$ cat src/rtl/cdet_pkg.sv
package cdet_pkg;
  typedef enum logic [1:0] {
    REJ_60  = 2'b00,
    REJ_50  = 2'b01,
    REJ_EXT = 2'b10
  } rej_e;
endpackage

$ cat src/rtl/cdet_pin_qual.sv
module cdet_pin_qual #(
  parameter int SYNC_STAGES = 2,
  parameter int MIN_PHASE   = 4
) (
  input  logic clk,
  input  logic rst_n,
  input  logic pin_raw,
  output logic lvl,
  output logic edge_p,
  output logic rise_p
);
  localparam int CW = $clog2(MIN_PHASE + 1);
  localparam logic [CW-1:0] LAST = CW'(MIN_PHASE - 1);

  logic [SYNC_STAGES-1:0] sync_q;
  logic                   sync_out;
  logic [CW-1:0]          cnt;
  logic                   lvl_d;

  generate
    for (genvar i = 0; i < SYNC_STAGES; i++) begin : g_sync
      always_ff @(posedge clk or negedge rst_n) begin
        if (!rst_n) sync_q[i] <= 1'b0;
        else if (i == 0) sync_q[i] <= pin_raw;
        else sync_q[i] <= sync_q[(i == 0) ? 0 : i-1];
      end
    end
  endgenerate

  assign sync_out = sync_q[SYNC_STAGES-1];

  // The qualified level follows only after MIN_PHASE cycles of disagreement.
  always_ff @(posedge clk or negedge rst_n) begin
    if (!rst_n) begin
      lvl   <= 1'b0;
      lvl_d <= 1'b0;
      cnt   <= '0;
    end else begin
      lvl_d <= lvl;
      if (sync_out == lvl) begin
        cnt <= '0;
      end else if (cnt == LAST) begin
        lvl <= sync_out;
        cnt <= '0;
      end else begin
        cnt <= cnt + 1'b1;
      end
    end
  end

  assign edge_p = lvl ^ lvl_d;
  assign rise_p = lvl & ~lvl_d;


  lvl_follows_sync_chk: assert property (@(posedge clk) disable iff (!rst_n)
    (lvl != $past(lvl)) |-> (lvl == $past(sync_out)));
endmodule

$ cat src/rtl/cdet_activity.sv
module cdet_activity #(
  parameter int WINDOW      = 64,
  parameter int ACT_WINDOWS = 2
) (
  input  logic clk,
  input  logic rst_n,
  input  logic edge_p,
  output logic active
);
  localparam int WW = $clog2(WINDOW);
  localparam int SW = $clog2(ACT_WINDOWS + 1);
  localparam logic [WW-1:0] WLAST = WW'(WINDOW - 1);
  localparam logic [SW-1:0] SFULL = SW'(ACT_WINDOWS);

  logic [WW-1:0] win;
  logic [SW-1:0] streak;
  logic          seen;
  logic          wrap;

  assign wrap = (win == WLAST);

  always_ff @(posedge clk or negedge rst_n) begin
    if (!rst_n) begin
      win    <= '0;
      seen   <= 1'b0;
      streak <= '0;
    end else begin
      win <= wrap ? '0 : win + 1'b1;
      if (wrap) begin
        seen <= 1'b0;
        if (seen || edge_p) streak <= (streak == SFULL) ? SFULL : streak + 1'b1;
        else                streak <= '0;
      end else if (edge_p) begin
        seen <= 1'b1;
      end
    end
  end

  assign active = (streak == SFULL);


  act_only_at_wrap_chk: assert property (@(posedge clk) disable iff (!rst_n)
    $rose(active) |-> $past(wrap));

  quiet_window_drops_chk: assert property (@(posedge clk) disable iff (!rst_n)
    ($past(wrap) && !$past(seen) && !$past(edge_p)) |-> !active);
endmodule

$ cat src/rtl/cdet_src_switch.sv
module cdet_src_switch #(
  parameter int INT_DIV = 8,
  parameter int GAP     = 4
) (
  input  logic clk,
  input  logic rst_n,
  input  logic want_ext,
  input  logic ext_rise,
  output logic cur_ext,
  output logic sw,
  output logic int_en,
  output logic ext_en,
  output logic conv_tick
);
  localparam int GW = (GAP > 1) ? $clog2(GAP) : 1;
  localparam int DW = (INT_DIV > 1) ? $clog2(INT_DIV) : 1;
  localparam logic [GW-1:0] GLAST = GW'(GAP - 1);
  localparam logic [DW-1:0] DLAST = DW'(INT_DIV - 1);

  logic [GW-1:0] gcnt;
  logic [DW-1:0] div;
  logic          tgt;
  logic          div_tick;

  // Break before make: the old source goes off, then GAP idle cycles.
  always_ff @(posedge clk or negedge rst_n) begin
    if (!rst_n) begin
      cur_ext <= 1'b0;
      sw      <= 1'b0;
      tgt     <= 1'b0;
      gcnt    <= '0;
    end else if (sw) begin
      if (gcnt == GLAST) begin
        cur_ext <= tgt;
        sw      <= 1'b0;
        gcnt    <= '0;
      end else begin
        gcnt <= gcnt + 1'b1;
      end
    end else if (want_ext != cur_ext) begin
      sw   <= 1'b1;
      tgt  <= want_ext;
      gcnt <= '0;
    end
  end

  assign int_en = ~cur_ext & ~sw;
  assign ext_en = cur_ext & ~sw;

  always_ff @(posedge clk or negedge rst_n) begin
    if (!rst_n)                         div <= '0;
    else if (!int_en || div == DLAST)   div <= '0;
    else                                div <= div + 1'b1;
  end

  assign div_tick  = int_en & (div == DLAST);
  assign conv_tick = div_tick | (ext_en & ext_rise);


  sel_steady_in_gap_chk: assert property (@(posedge clk) disable iff (!rst_n)
    ($past(sw) && sw) |-> $stable(cur_ext));

  sel_moves_after_gap_chk: assert property (@(posedge clk) disable iff (!rst_n)
    (cur_ext != $past(cur_ext)) |-> $past(sw));
endmodule

$ cat src/rtl/cdet_suspect.sv
module cdet_suspect (
  input  logic clk,
  input  logic rst_n,
  input  logic conv_busy,
  input  logic sw,
  output logic suspect
);
  logic busy_q;
  logic start;

  assign start = conv_busy & ~busy_q;

  always_ff @(posedge clk or negedge rst_n) begin
    if (!rst_n) begin
      busy_q  <= 1'b0;
      suspect <= 1'b0;
    end else begin
      busy_q <= conv_busy;
      if (conv_busy && sw) suspect <= 1'b1;
      else if (start)      suspect <= 1'b0;
    end
  end


  clean_start_clears_chk: assert property (@(posedge clk) disable iff (!rst_n)
    (start && !sw) |=> !suspect);

  idle_holds_flag_chk: assert property (@(posedge clk) disable iff (!rst_n)
    !conv_busy |=> (suspect == $past(suspect)));
endmodule

$ cat src/rtl/convclk_src_mon.sv
module convclk_src_mon #(
  parameter int SYNC_STAGES = 2,
  parameter int MIN_PHASE   = 4,
  parameter int WINDOW      = 64,
  parameter int ACT_WINDOWS = 2,
  parameter int INT_DIV     = 8,
  parameter int GAP         = 4
) (
  input  logic       clk,
  input  logic       rst_n,
  input  logic       fsel_pin,
  input  logic       conv_busy,
  output logic       conv_tick,
  output logic       ext_sel,
  output logic       int_osc_en,
  output logic       switching,
  output logic [1:0] rej_mode,
  output logic       result_suspect
);
  import cdet_pkg::*;

  logic lvl, edge_p, rise_p, active, ext_en;
  rej_e rej;

  cdet_pin_qual #(.SYNC_STAGES(SYNC_STAGES), .MIN_PHASE(MIN_PHASE)) u_qual (
    .clk(clk), .rst_n(rst_n), .pin_raw(fsel_pin),
    .lvl(lvl), .edge_p(edge_p), .rise_p(rise_p));

  cdet_activity #(.WINDOW(WINDOW), .ACT_WINDOWS(ACT_WINDOWS)) u_act (
    .clk(clk), .rst_n(rst_n), .edge_p(edge_p), .active(active));

  cdet_src_switch #(.INT_DIV(INT_DIV), .GAP(GAP)) u_sw (
    .clk(clk), .rst_n(rst_n), .want_ext(active), .ext_rise(rise_p),
    .cur_ext(ext_sel), .sw(switching), .int_en(int_osc_en),
    .ext_en(ext_en), .conv_tick(conv_tick));

  cdet_suspect u_susp (
    .clk(clk), .rst_n(rst_n), .conv_busy(conv_busy), .sw(switching),
    .suspect(result_suspect));

  always_comb begin
    if (ext_sel)  rej = REJ_EXT;
    else if (lvl) rej = REJ_50;
    else          rej = REJ_60;
  end
  assign rej_mode = rej;


  no_tick_in_gap_chk: assert property (@(posedge clk) disable iff (!rst_n)
    switching |-> !conv_tick);

  one_source_on_chk: assert property (@(posedge clk) disable iff (!rst_n)
    $onehot0({int_osc_en, ext_en}));
endmodule

$ cat config.mk
export PLATFORM = sky130hd
export DESIGN_NAME = convclk_src_mon
export DESIGN_NICKNAME = d
export VERILOG_FILES = /design/src/rtl/cdet_pkg.sv /design/src/rtl/cdet_pin_qual.sv /design/src/rtl/cdet_activity.sv /design/src/rtl/cdet_src_switch.sv /design/src/rtl/cdet_suspect.sv /design/src/rtl/convclk_src_mon.sv
export SDC_FILE = /design/constraint.sdc
export NUM_CORES = 1
export LEC_CHECK = 0
export CORE_UTILIZATION = 52
export CTS_BUF_LIST = sky130_fd_sc_hd__clkbuf_4
export CTS_CLUSTER_DIAMETER = 40
export CTS_CLUSTER_SIZE = 14
export DETAILED_ROUTE_END_ITERATION = 12
export GPL_TIMING_DRIVEN = 0
export PLACE_DENSITY_LB_ADDON = 0.25
export SETUP_SLACK_MARGIN = 0.4
export SLEW_MARGIN = 5
export SYNTH_ARGS = -nofsm -noshare
export SYNTH_HDL_FRONTEND = slang
export SYNTH_HIERARCHICAL = 1
export SYNTH_SLANG_ARGS = --single-unit
$ cat constraint.sdc
create_clock -name clk -period 1.3 [get_ports clk]
set_input_delay 0.39 -clock clk [delete_from_list [all_inputs] [get_ports clk]]
set_output_delay 0.39 -clock clk [all_outputs]
set_load 0.05 [all_outputs]
==> results of run 1 <==
-- metrics by stage --
stage	setup TNS [ns]	setup WS, ns	power, mW	hold WS (ns)
after floorplan	-0.2974	-0.2173	1.142	0.09441
after global placement	-15.45	-0.7993	1.226	0.3349
after detailed placement	-16.35	-0.8339	1.236	0.3463
after CTS	-1.675	-0.5544	1.953	0.1769
after global routing	-2.065	-0.6339	2.161	0.1974
final	-1.736	-0.5696	2.071	0.1638
-- sequential cells by signal, summed over array words and instances, names as in the netlist --
name / flops
u_act/win: 6
u_sw/gcnt: 2
u_sw/cur_ext: 1
u_act/seen: 1
u_susp/suspect: 1
u_qual/lvl: 1
u_qual/lvl_d: 1
u_susp/busy_q: 1
u_sw/tgt: 1
u_qual/sync_out: 1
u_qual/cnt: 3
u_qual/sync_q: 1
u_sw/sw: 1
u_act/streak: 2
u_sw/div: 3
-- where the power goes --
group / internal (mW) / leakage [nW] / switching (mW)
clock network: 0.311 / 0.0279 / 0.242
registers: 0.869 / 0.320 / 0.0365
logic: 0.311 / 0.435 / 0.302
total: 1.49 / 0.783 / 0.580
-- cell type report --
class / count / area [um^2]
Multi-Input combinational cell: 57 / 658.1
Sequential cell: 26 / 656.9
Timing Repair Buffer: 35 / 352.8
Fill cell: 75 / 190.2
Buffer: 3 / 38.79
Tap cell: 27 / 33.78
Clock inverter: 1 / 30.03
Clock buffer: 3 / 22.52
Inverter: 5 / 18.77
-- worst paths after layout --
path                                            start                   endpoint  slack [ns]  depth (start not counted)
max in group asynchronous                       rst_n     u_act/win[0]$_DFF_PN0_        0.68                          1
min reg2reg                u_qual/sync_q[0]$_DFF_PN0_  u_qual/sync_out$_DFF_PN0_        0.38                          0
min                                             rst_n   u_sw/gcnt[0]$_DFFE_PN0P_        0.16                          1
max reg2reg                     u_sw/div[0]$_DFF_PN0_      u_sw/div[0]$_DFF_PN0_        0.04                          4
max                             u_sw/div[0]$_DFF_PN0_                  conv_tick       -0.57                          5
min in group clk                            conv_busy    u_susp/busy_q$_DFF_PN0_        0.34                          1
-- worst max-delay path, stage by stage (launching register included) --
cell     delay [ns]
dfrtp_1        0.43
ha_2           0.20
ha_4           0.17
mux2i_4        0.17
nor2_4         0.05
buf_6          0.15
-- timing repair --
item                       CTS  global route
pin swaps                   15             8
resized for setup           90            17
setup endpoints to repair   55            29
buffers inserted            15            10
-- metal layers --
metal	share of wire, %	vias up	wire [um]
li1	-	388	-
met1	43	424	1263
met2	53	19	1564
met3	2.4	8	72
met4	2.3	0	68
met5	0	-	0
==> results.py, run 1 <==
metrics = {
    "cells_and_area": {
        "final_common_cell": "dfrtp_1",
        "final_cell_mix": "21 x dfrtp_1, 19 x buf_6, 13 x buf_4",
        "stdcell_count": 157,
        "final_nets": 143,
        "syn2layout_area_growth_pct": 60.00,
        "fin_util_pct": 90.50,
        "drive_gt1_share_pct": 63.08,
        "final_area_mm2": 0.001812,
        "diodes": 0,
    },
    "timing": {
        "fin_skew_ns": 0.004735,
        "hold_viol": 0,
        "setup_viol": 6,
        "finalCritPeriodShare_pct": 143.8,
        "max_slew_margin_pct": 57.14,
        "max_freq_ghz": 0.5349,
        "fin_crit_ns": 1.870,
        "worst_pin_slew_ns": 0.6430,
        "grt_setup_unrepaired": "yes",
        "final.setup.worst_slack_ns": -0.5696,
        "slew_viol_final": 0,
    },
    "floorplan": {
        "initial_utilization_pct": 56.56,
        "die_height_um": 48.67,
        "die_area_mm2": 0.002368,
        "core_mm2": 0.002002,
        "die_w_um": 48.67,
        "num_io_pins": 11,
        "num_rows": 16,
    },
    "clock_network": {
        "htree_levels": 1,
        "cts_tree": "done",
        "cts_buffers": 3,
        "cts_root_buf": "clkbuf_4",
        "cts_hold_buf": 0,
        "clock_tree.buffer_depth": 2,
        "clk_pin_slew_ns": 0.14,
        "cts_num_sinks": 26,
        "clk_latency_ns": 0.32,
    },
    "synth": {
        "synth_area_mm2": 0.001132,
        "avgSynthCellArea_um2": 12.44,
        "synthesis.nets": 103,
        "synth_warnings": 6,
        "synth_cells": 91,
    },
    "drt": {
        "routed-via-count": 839,
        "drt-wirelength-per-cell_um": 18.90,
        "drc_errors": 0,
        "drt-total-wl_mm": 2.968,
        "routed_via_density": 5.344,
        "ant_nets": 0,
        "drtIter0Drc": 10,
        "first_pass_iters": 4,
    },
    "global_routing": {
        "busiest_layer": "met2",
        "grt_pass1_vias": 895,
        "grt_max_degree": 27,
        "grt_usage_pct": 25.46,
        "antenna_found_initial": 0,
        "use_met2_pct": 44.68,
        "grtUsageMet3_pct": 4.403,
        "grt_use_met1_pct": 31.34,
        "grt_overflow": 0,
        "grt_first_pass_wirelength_mm": 4.395,
    },
    "setup_path": {
        "cp.arrival_ns": 1.48,
        "path_class": "flop to primary output",
        "critPathCaptureType": "primary output",
        "required_ns": 0.91,
        "cp_max_fo": 2,
        "critPathLaunchType": "flop",
    },
    "flow_run": {
        "max-cap-violations": 0,
    },
    "power_and_ir_drop": {
        "p_leak_nw": 0.7828,
        "vdd_drop_max_mv": 1.061,
        "powerDensity_mw_per_mm2": 1143,
    },
    "place": {
        "io_buffers": 10,
        "placed_cells": 128,
        "place_area_mm2": 0.001318,
        "dp_hpwl_mm": 1.319,
        "globalplace.congestion": 0.7078,
    },
    "run_status": {
        "violations": "setup timing",
        "outcome": "complete, but fails checks",
    },
    "min_path": {
        "hold_path.class": "primary input to async pin",
    },
}
(Power assumes the default switching activity.)
==> run 2, diff against run 1 <==
--- a/config.mk
+++ b/config.mk
@@ -7,3 +7,3 @@
 export LEC_CHECK = 0
-export CORE_UTILIZATION = 52
+export CORE_UTILIZATION = 58
 export CTS_BUF_LIST = sky130_fd_sc_hd__clkbuf_4
==> constraint.sdc (replaced) <==
create_clock -name clk -period 2 [get_ports clk]
set_input_delay 0.4 -clock clk [delete_from_list [all_inputs] [get_ports clk]]
set_output_delay 0.4 -clock clk [all_outputs]
set_load 0.05 [all_outputs]
==> run 2 against run 1 <==
  * Core utilization decreased by 11 points
  * Setup slack improved by 0.70 ns
  * Flip-flop and latch count unchanged
  * Via count decreased by 11%
  * Combinational power decreased by 63%
  * Critical path type unchanged
  * The run now ends clean
  * Sequential share of layout area increased by 9.9 points
==> results.py, run 2 (synthesis results as in run 1) <==
metrics = {
    "run_status": {
        "outcome": "finished clean",
    },
    "drt": {
        "drt-wirelength-per-cell_um": 15.96,
        "drt-total-wl_mm": 2.219,
        "routed-via-count": 744,
        "ant_nets": 0,
        "dr.max_layer_used": "met4",
        "dr_wl_met3_um": 52,
        "first_pass_iters": 4,
        "wl_met2_mm": 1.194,
        "drc_errors": 0,
        "routed_via_density": 5.353,
        "drtIter0Drc": 7,
        "wl_met1_um": 927,
    },
    "cells_and_area": {
        "multi_input_area_um2": 467.9,
        "final_nets": 127,
        "final_cell_mix": "25 x dfrtp_1, 9 x buf_4, 6 x nand2_1, 6 x o21ai_0, 6 x ha_1",
        "largest_reg_flops": 6,
        "regMostFlops": "u_act/win",
        "fin_util_pct": 79.16,
        "top_regs": "u_act/win x6, u_qual/cnt x3, u_sw/div x3",
        "drive_gt1_share_pct": 32.46,
        "regArea_um2": 651.9,
        "filler_cell_count": 98,
        "diodes": 0,
        "final_common_cell": "dfrtp_1",
        "syn2layout_area_growth_pct": 24.64,
    },
    "clock_network": {
        "cts_num_sinks": 26,
        "clock_tree.buffer_depth": 2,
        "cts_buffers": 3,
        "clk_pin_slew_ns": 0.14,
        "cts_root_buf": "clkbuf_4",
        "cts_tree": "done",
        "clk_latency_ns": 0.31,
        "htree_levels": 1,
    },
    "timing": {
        "fin_crit_ns": 1.870,
        "max_slew_margin_pct": 27.70,
        "setup_viol": 0,
        "worst_pin_slew_ns": 1.083,
        "fin_skew_ns": 0.01176,
        "final.setup.worst_slack_ns": 0.1298,
        "grt_setup_unrepaired": "yes",
        "max_freq_ghz": 0.5347,
        "hold_viol": 0,
        "slew_viol_final": 0,
        "finalCritPeriodShare_pct": 93.51,
    },
    "floorplan": {
        "die_w_um": 46.19,
        "core_mm2": 0.001783,
        "die_area_mm2": 0.002133,
        "die_height_um": 46.19,
        "initial_utilization_pct": 63.51,
        "num_rows": 15,
        "num_io_pins": 11,
    },
    "setup_path": {
        "crit_chain": "ha_2 -> ha_4 -> mux2i_2 -> nor2_2 -> buf_6",
        "critPathBufInv": 1,
        "path_depth": 5,
        "slowest_stage": "dfrtp_1",
        "slowest_delay_ns": 0.41,
        "path_class": "flop to primary output",
        "cp_top_family": "flip-flops",
        "critPathCaptureType": "primary output",
        "cp.arrival_ns": 1.47,
        "cp_max_fo": 2,
        "required_ns": 1.60,
        "critPathLaunchType": "flop",
        "ff2ff_path_depth": 4,
    },
    "global_routing": {
        "grt_max_degree": 27,
        "grt_usage_pct": 20.37,
        "grt_overflow": 0,
        "antenna_found_initial": 0,
        "grt_first_pass_wirelength_mm": 2.904,
        "grt_pass1_vias": 712,
    },
    "min_path": {
        "hold_path.class": "primary input to async pin",
    },
    "flow_run": {
        "max-cap-violations": 0,
    },
    "place": {
        "io_buffers": 10,
        "globalplace.congestion": 0.6403,
        "dp_hpwl_mm": 1.170,
        "dpl_worst_slack_ns": -0.1047,
    },
    "power_and_ir_drop": {
        "powerDensity_mw_per_mm2": 749.7,
        "vdd_drop_max_mv": 0.4673,
        "p_leak_nw": 0.6463,
    },
}
## run 2: cell types whose count changed in the layout (fill, tap and decap cells not counted), moves of 3 or more
cell     change
buf_6       -16
o21ai_0      +6
o21ai_1      -5
buf_4        -4
dfrtp_1      +4
dfrtp_2      -4
ha_1         +4
nor2_1       +3
nor2_4       -3
## run 2: power by group
group | switching (mW) | internal, mW
Sequential | 0.0318 | 0.565
Clock | 0.146 | 0.0914
Combinational | 0.121 | 0.103
## run 2: repair_timing
item	4_1_cts	5_1_grt
setup buffers	3	6
resized for setup	35	13
pin swaps	1	1
hold buffers	0	0
endpoints found under the setup margin	7	6
## run 2: path summary, 6_finish.rpt
kind	start	to	slack [ns]
max in group asynchronous	rst_n	u_sw/cur_ext$_DFFE_PN0P_	1.02
min in group clk	u_qual/sync_q[0]$_DFF_PN0_	u_qual/sync_out$_DFF_PN0_	0.39
setup reg to reg	u_sw/div[0]$_DFF_PN0_	u_sw/div[2]$_DFF_PN0_	0.70
setup / recovery	u_sw/div[0]$_DFF_PN0_	conv_tick	0.13
hold reg to reg	u_qual/sync_q[0]$_DFF_PN0_	u_qual/sync_out$_DFF_PN0_	0.39
hold / removal	rst_n	u_susp/suspect$_DFFE_PN0P_	0.26
## run 2: through the flow
stage          instance area [um^2]  setup TNS [ns]  power [mW]  hold slack, ns  cells
3_5_place_dp                   1270         -0.1047      0.7981          0.3647    126
4_1_cts                        1325               0       1.018          0.3922    133
6_report                       1411               0       1.058          0.2595    139
2_1_floorplan                  1139               0      0.7316          0.1044     91
3_3_place_gp                   1270        -0.08943      0.7869          0.3339    126
5_1_grt                        1411               0       1.123          0.3368    139
## run 2: final cells by class
class	count	area share, %
Multi-Input combinational cell	57	33.16
Inverter	5	1.330
Tap cell	25	2.216
Sequential cell	26	46.19
Timing Repair Buffer	19	12.59
Buffer	3	2.394
Clock buffer	4	2.128
## run 2: worst register-to-register path: cells and delay by family, from the launching register on
kind	cells	cell delay, ns
flops	1	0.41
fa+ha+maj	2	0.35
simple gates	1	0.29
buf+inv	1	0.14
## run 2: metal layers
layer	track usage, %	vias up
met5	0	-
met4	7.647	0
met3	3.529	4
met2	38.59	14
met1	22.19	369
li1	-	357
